**config.mk**
```make
export PLATFORM = sky130hd
export DESIGN_NAME = ramp_calibrator
export DESIGN_NICKNAME = d
export VERILOG_FILES = /design/src/rtl/ramp_calibrator.sv
export SDC_FILE = /design/constraint.sdc
export NUM_CORES = 1
export LEC_CHECK = 0
export ABC_AREA = 1
export BUFFER_PORTS_ARGS = -buffer_cell sky130_fd_sc_hd__buf_2
export CAP_MARGIN = 20
export CORE_MARGIN = 8
export CORE_UTILIZATION = 55
export CTS_BUF_LIST = sky130_fd_sc_hd__clkbuf_4 sky130_fd_sc_hd__clkbuf_8 sky130_fd_sc_hd__clkbuf_16
export DETAILED_ROUTE_END_ITERATION = 7
export PLACE_DENSITY = 0.81
export SYNTH_ARGS = -nofsm -noshare
export SYNTH_HDL_FRONTEND = slang
export SYNTH_SLANG_ARGS = --single-unit
```
**constraint.sdc**
```tcl
create_clock -name clk -period 2.8 [get_ports clk]
set_input_delay 0.84 -clock clk [delete_from_list [all_inputs] [get_ports clk]]
set_output_delay 0.84 -clock clk [all_outputs]
set_load 0.02 [all_outputs]
```
**src/rtl/ramp_calibrator.sv**
```systemverilog
module ramp_calibrator #(
  parameter int CODE_W       = 8,
  parameter int ADC_W        = 12,
  parameter int SETTLE_W     = 8,
  parameter int SEL_W        = 2,
  parameter int SEL_SIGNAL   = 0,
  parameter int SEL_OFFS_REF = 1,
  parameter int SEL_GAIN_REF = 2
) (
  input  logic                clk,
  input  logic                rst_n,
  input  logic                cal_req,
  input  logic                cal_mode,
  input  logic                adc_idle,
  input  logic [SETTLE_W-1:0] settle_cycles,
  input  logic [ADC_W-1:0]    offs_target,
  input  logic [ADC_W-1:0]    gain_target,
  input  logic [ADC_W-1:0]    adc_data,
  input  logic                adc_done,
  output logic [SEL_W-1:0]    mux_sel,
  output logic                conv_start,
  output logic [CODE_W-1:0]   offs_code,
  output logic [CODE_W-1:0]   gain_code,
  output logic                busy,
  output logic                done,
  output logic                fail
);

  localparam logic [CODE_W-1:0] CODE_TOP = {CODE_W{1'b1}};
  localparam logic [ADC_W-1:0]  ADC_TOP  = {ADC_W{1'b1}};

  typedef enum logic [1:0] {ST_IDLE, ST_SETTLE, ST_START, ST_WAIT} state_t;

  state_t              state;
  logic                gain_run;
  logic [CODE_W-1:0]   ramp;
  logic [CODE_W-1:0]   offs_held;
  logic [CODE_W-1:0]   gain_held;
  logic [SETTLE_W-1:0] wait_cnt;

  logic [ADC_W-1:0] req_target;
  logic [ADC_W-1:0] run_target;
  logic             accept;
  logic             at_endpoint;
  logic             hit;

  assign req_target  = cal_mode ? gain_target : offs_target;
  assign run_target  = gain_run ? gain_target : offs_target;
  assign accept      = (state == ST_IDLE) && cal_req && adc_idle;
  assign at_endpoint = (req_target == '0) || (req_target == ADC_TOP);
  assign hit         = adc_done && (adc_data == run_target);

  assign busy       = (state != ST_IDLE);
  assign conv_start = (state == ST_START);
  assign mux_sel    = !busy    ? SEL_W'(SEL_SIGNAL) :
                      gain_run ? SEL_W'(SEL_GAIN_REF) : SEL_W'(SEL_OFFS_REF);
  assign offs_code  = (busy && !gain_run) ? ramp : offs_held;
  assign gain_code  = (busy &&  gain_run) ? ramp : gain_held;

  always_ff @(posedge clk or negedge rst_n) begin
    if (!rst_n) begin
      state     <= ST_IDLE;
      gain_run  <= 1'b0;
      ramp      <= '0;
      offs_held <= '0;
      gain_held <= '0;
      wait_cnt  <= '0;
      done      <= 1'b0;
      fail      <= 1'b0;
    end else begin
      done <= 1'b0;
      case (state)
        ST_IDLE: begin
          if (accept) begin
            if (at_endpoint) begin
              done <= 1'b1;
              fail <= 1'b1;
            end else begin
              state    <= ST_SETTLE;
              gain_run <= cal_mode;
              ramp     <= '0;
              wait_cnt <= settle_cycles;
              fail     <= 1'b0;
            end
          end
        end
        ST_SETTLE: begin
          if (wait_cnt == '0) state <= ST_START;
          else wait_cnt <= wait_cnt - 1'b1;
        end
        ST_START: state <= ST_WAIT;
        ST_WAIT: begin
          if (hit) begin
            if (gain_run) gain_held <= ramp;
            else          offs_held <= ramp;
            state <= ST_IDLE;
            done  <= 1'b1;
          end else if (adc_done) begin
            if (ramp == CODE_TOP) begin
              state <= ST_IDLE;
              done  <= 1'b1;
              fail  <= 1'b1;
            end else begin
              ramp     <= ramp + 1'b1;
              wait_cnt <= settle_cycles;
              state    <= ST_SETTLE;
            end
          end
        end
        default: state <= ST_IDLE;
      endcase
    end
  end

endmodule

```
Word-level counts from Yosys, hierarchy flattened. Index checks and enable logic that the tools add are counted. W data, S select, Z words.

Register bits after elaboration: 37. Output and inout port bits: 22. Word-level logic and storage cells: 84.

Add/sub/neg operators: 2. Eq/ne operators: 15. Muxes and demuxes: 37. Bitwise gates (word level): 2. Reductions and logical operators: 20.

Operator list (number): $mux W8 (13); $mux W12 (2); $pmux W8 S3 (1); $ne A2 B2 Y1 const B (8); $pmux W8 S2 (1); $mux W2 (7); $eq A12 B12 Y1 (1); $eq A12 B12 Y1 const B (1); $logic_not A12 Y1 (1); $mux W1 (10); $reduce_and A3 Y1 (3); $add A8 B1 Y8 const B (1); $eq A8 B8 Y1 const B (1); $logic_not A8 Y1 (1); $pmux W2 S4 (1); $sub A8 B1 Y8 const B (1); $reduce_and A7 Y1 (1); $reduce_and A6 Y1 (1); $logic_and A1 B1 Y1 (5); $reduce_and A5 Y1 (1); $eq A2 B2 Y1 const B (2); $pmux W1 S2 (2); $reduce_and A4 Y1 (1); $reduce_bool A2 Y1 (2); other kinds (7) (8).

Logic depth before layout (Yosys ltp).
Depth after elaboration: 6. Gate-level depth with buffers: 16. Depth with buffers taken out: 13.

Worst setup path after synthesis. No wires, ideal clock.

Path type: reg-to-output. Start point: register state[0]. End point: output gain_code[0]. Data arrival time: 1973 ps. Required time: 1960 ps. Path slack: -13 ps. Cell stages (with the launch flop): 7. Buffers on the path: 1. Path through: dfrtp_1 inv_1 ha_1 nor2_1 inv_1 clkbuf_1 o21ai_0.

Cells in the longest elaborated chain, start to end: 3.

Ends and longest elaborated chain: start: declaration (line 34) `state_t state;`; start signal: assignment (line 62) `state <= ST_IDLE;`; start signal: assignment (line 79) `state <= ST_SETTLE;`; start signal: assignment (line 88) `if (wait_cnt == '0) state <= ST_START;`; $reduce_bool A2 Y1 (line 53) `assign busy = (state != ST_IDLE);`; $logic_and A1 B1 Y1 (line 58) `assign gain_code = (busy && gain_run) ? ramp : gain_held;`; $mux W8 (line 58); end: declaration (line 23) `output logic [CODE_W-1:0] gain_code,`.

Every way passes these cells.

Worst setup path in the final report.
Start point: register state[0]. End point: output offs_code[0].

Cells in the longest elaborated chain, start to end: 3.

Ends and longest elaborated chain: $reduce_bool A2 Y1 (line 53); $logic_and A1 B1 Y1 (line 57) `assign offs_code = (busy && !gain_run) ? ramp : offs_held;`; $mux W8 (line 57); end: declaration (line 22) `output logic [CODE_W-1:0] offs_code,`.

Every way passes these cells.

==> flow_summary_export.csv <==
group,metric,value,unit
status,status,"completed",
timing,min_period_over_period,94.0,%
floorplan,pin_count,72,
clock_network,clockBufferDepth,2,
power,ir_drop,0.350,mV
clock_network,numCtsBuffers,5,
logic_synthesis,synth_nets,557,
power,finalPower,2.80,mW
clock_network,clk_pin_slew_worst_paths,0.07,ns
timing,fmaxAchievable,380,MHz
grt,antenna_found_initial,0,
critical_path,worst_ep_required_time,1.96,ns
final_layout,drive_gt1_share,20.2,%
critical_path,cp-endpoint,"offs_code[0]",
clock_network,root_buffer,"clkbuf_8",
timing,period_minus_slack,2.63,ns
floorplan,coreArea,5510,um2
critical_path,setup.worst_path.start_class,"flop",
critical_path,worst-setup-path-type,"flop to primary output",
critical_path,max_stage_delay,0.42,ns
timing,finClkSkew,0.00674,ns
run,drv_cap,0,
final_layout,area_growth_syn_to_layout,13.9,%
min_path,min_path_type,"flop to flop",
floorplan,die_x,91.6,um
grt,grt_pass1_wl,13600,um
logic_synthesis,yosysWarnings,0,
grt,grt_max_degree,38,
logic_synthesis,ys_seq_elements,37,
clock_network,cts_hold_buf,0,
critical_path,cp-end-kind,"primary output",
logic_synthesis,synth_ff_type,"dfrtp_1",
final_layout,multiInputGateArea,1840,um2
final_layout,nNetsFinal,624,
floorplan,start_util,57.0,%
critical_path,cp_slowest_cell,"dfrtp_1",
final_layout,fin_util,65.0,%
logic_synthesis,synth_cell_types,37,
route,drt-total-wl,7850,um
route,dr_total_vias,3293,
power,power_density,784,nW/um2
timing,layout_setup_ws,0.168,ns
final_layout,n_antenna_cell,0,
critical_path,r2r-end,"ramp[1]",
timing,rsz0062_at_grt,"no",
timing,max_slew_margin,39.3,%
placed_design,dp_hpwl,6240,um
clock_network,cts_tree,"built",
grt,gr-usage-all-layers,18.8,%
clock_network,cts.sinks,37,
logic_synthesis,synth_edf_count,0,
placed_design,io_buffers,71,
logic_synthesis,ys_seq_area_share,29.5,%
critical_path,crit_chain,"inv_1 > ha_2 > nor2_1 > buf_4 > nor2_1 > a21oi_1 > buf_2",
timing,fin_setup_tns,0,ns
timing,holdWs,0.473,ns
critical_path,r2r_slack,0.27,ns
logic_synthesis,synthArstFlopShare,100,%
final_layout,ff_latch_area,926,um2
clock_network,cts_setup_buffers,0,
grt,grt-ovfl-total,0,
timing,setup_violations,0,
critical_path,startpoint,"state[0]",
timing,worstMarginPinSlew,0.910,ns
route,drc,0,
final_layout,nFillCells,537,
timing,hold_viol_final,0,
timing,slew_violations,0,
route,wire_per_inst,12.3,um
critical_path,r2r_start,"state[0]",
power,p_leak,2.02,nW
clock_network,cts.repair.resized,1,
placed_design,gp_congestion,0.894,
route,detail_route.iter0.violations,236,
route,dr.pass1.iters,6,
logic_synthesis,synth_area,3140,um2
final_layout,final_area,3580,um2
critical_path,cp_common_cell,"nor2_1",
route,via_per_inst,5.17,
placed_design,dp_slack,0.282,ns
floorplan,die_h,91.6,um
placed_design,placed_area,3500,um2
route,drtAntennaViolNets,0,
critical_path,reg2reg_depth,8,
logic_synthesis,synthCells,499,
clock_network,clock_latency,0.28,ns
final_layout,finalNonFillerCells,637,
placed_design,dp.cells,631,
min_path,min_from,"wait_cnt[1]",
critical_path,cp.arrival,1.79,ns
clock_network,htreeDepth,2,
logic_synthesis,avgSynthCellArea,6.29,um2
floorplan,rows,27,
floorplan,die-area,8380,um2
grt,grt_pass1_vias,3137,
critical_path,path_max_fanout,17,
flip-flops by register name, summed over array words and instances, names as in the netlist:
name / flops
done: 1
wait_cnt: 8
offs_held: 8
ramp: 8
state: 2
gain_held: 8
gain_run: 1
fail: 1
kinds of logic (layout without fill, tap and decap cells):
group	Yosys count	count (layout)	synth area share, %
compound gates	66	66	12.6
fa+ha+maj	8	8	3.19
xor+xnor	2	2	0.558
simple gates	309	309	42.2
buf+inv	77	143	12.0
flops	37	37	29.5
report_power, final:
group / internal [mW] / switching [mW] / total (mW)
logic: 0.583 / 1.14 / 1.73
clock network: 0.164 / 0.178 / 0.342
registers: 0.634 / 0.101 / 0.735
worst max-delay path: cells and delay by family (launching register included):
kind	cells	cell delay, ns
buffers and inverters	3	0.51
flip-flops	1	0.42
adder cells (fa/ha/maj)	1	0.26
AND/OR/NAND/NOR	2	0.18
AO/OA/AOI/OAI	1	0.13
metal layers:
layer,vias to the layer above,wire length [um],global-route usage (%)
met5,-,0,0
met4,0,116,5.73
met3,10,435,3.54
met2,88,3900,33.3
met1,1486,3400,22.3
li1,1709,-,-
placed cells by master (no fill, tap or decap), types with 2 or more instances in the layout:
cell,count
nand2_1,214
buf_4,6
a31oi_1,2
dfrtp_1,37
nand3_1,19
nand2_2,6
nor2_1,36
nand4_1,19
a21oi_1,15
o21ai_1,8
o21ai_2,10
clkbuf_8,5
inv_2,2
nand3_2,3
inv_1,55
o21ai_0,24
ha_1,7
nand3b_1,4
nor3_1,3
nand3_4,2
buf_2,71
clkinv_2,2
worst min-delay path by stage:
stage               cells after the start  slack [ns]            to
floorplan                               2        0.44   wait_cnt[1]
global placement                        2        0.46   wait_cnt[1]
detailed placement                      2        0.46   wait_cnt[1]
CTS                                     2        0.48   wait_cnt[1]
global route                            2        0.50  gain_held[4]
finish                                  2        0.47   wait_cnt[1]
synthesized netlist by cell type, types with 7 or more instances:
cell,n,area share [%]
o21ai_1,8,1.3
a21oi_1,15,2.4
ha_1,8,3.2
o21ai_2,10,2.8
nor2_1,36,4.3
nand3_1,19,3.0
buf_6,7,2.5
o21ai_0,24,3.8
inv_1,56,6.7
dfrtp_1,37,29
nand2_1,214,26
nand4_1,19,3.8
cell type report:
| type | instances | share of cell area [%] |
|---|---|---|
| clock buffer | 5 | 1.92 |
| clock inverter | 1 | 0.140 |
| inverter | 59 | 6.36 |
| multi-input combinational | 385 | 51.4 |
| sequential | 37 | 25.9 |
| tap | 72 | 2.52 |
| timing repair buffer | 78 | 11.7 |
(Power assumes the default switching activity.)
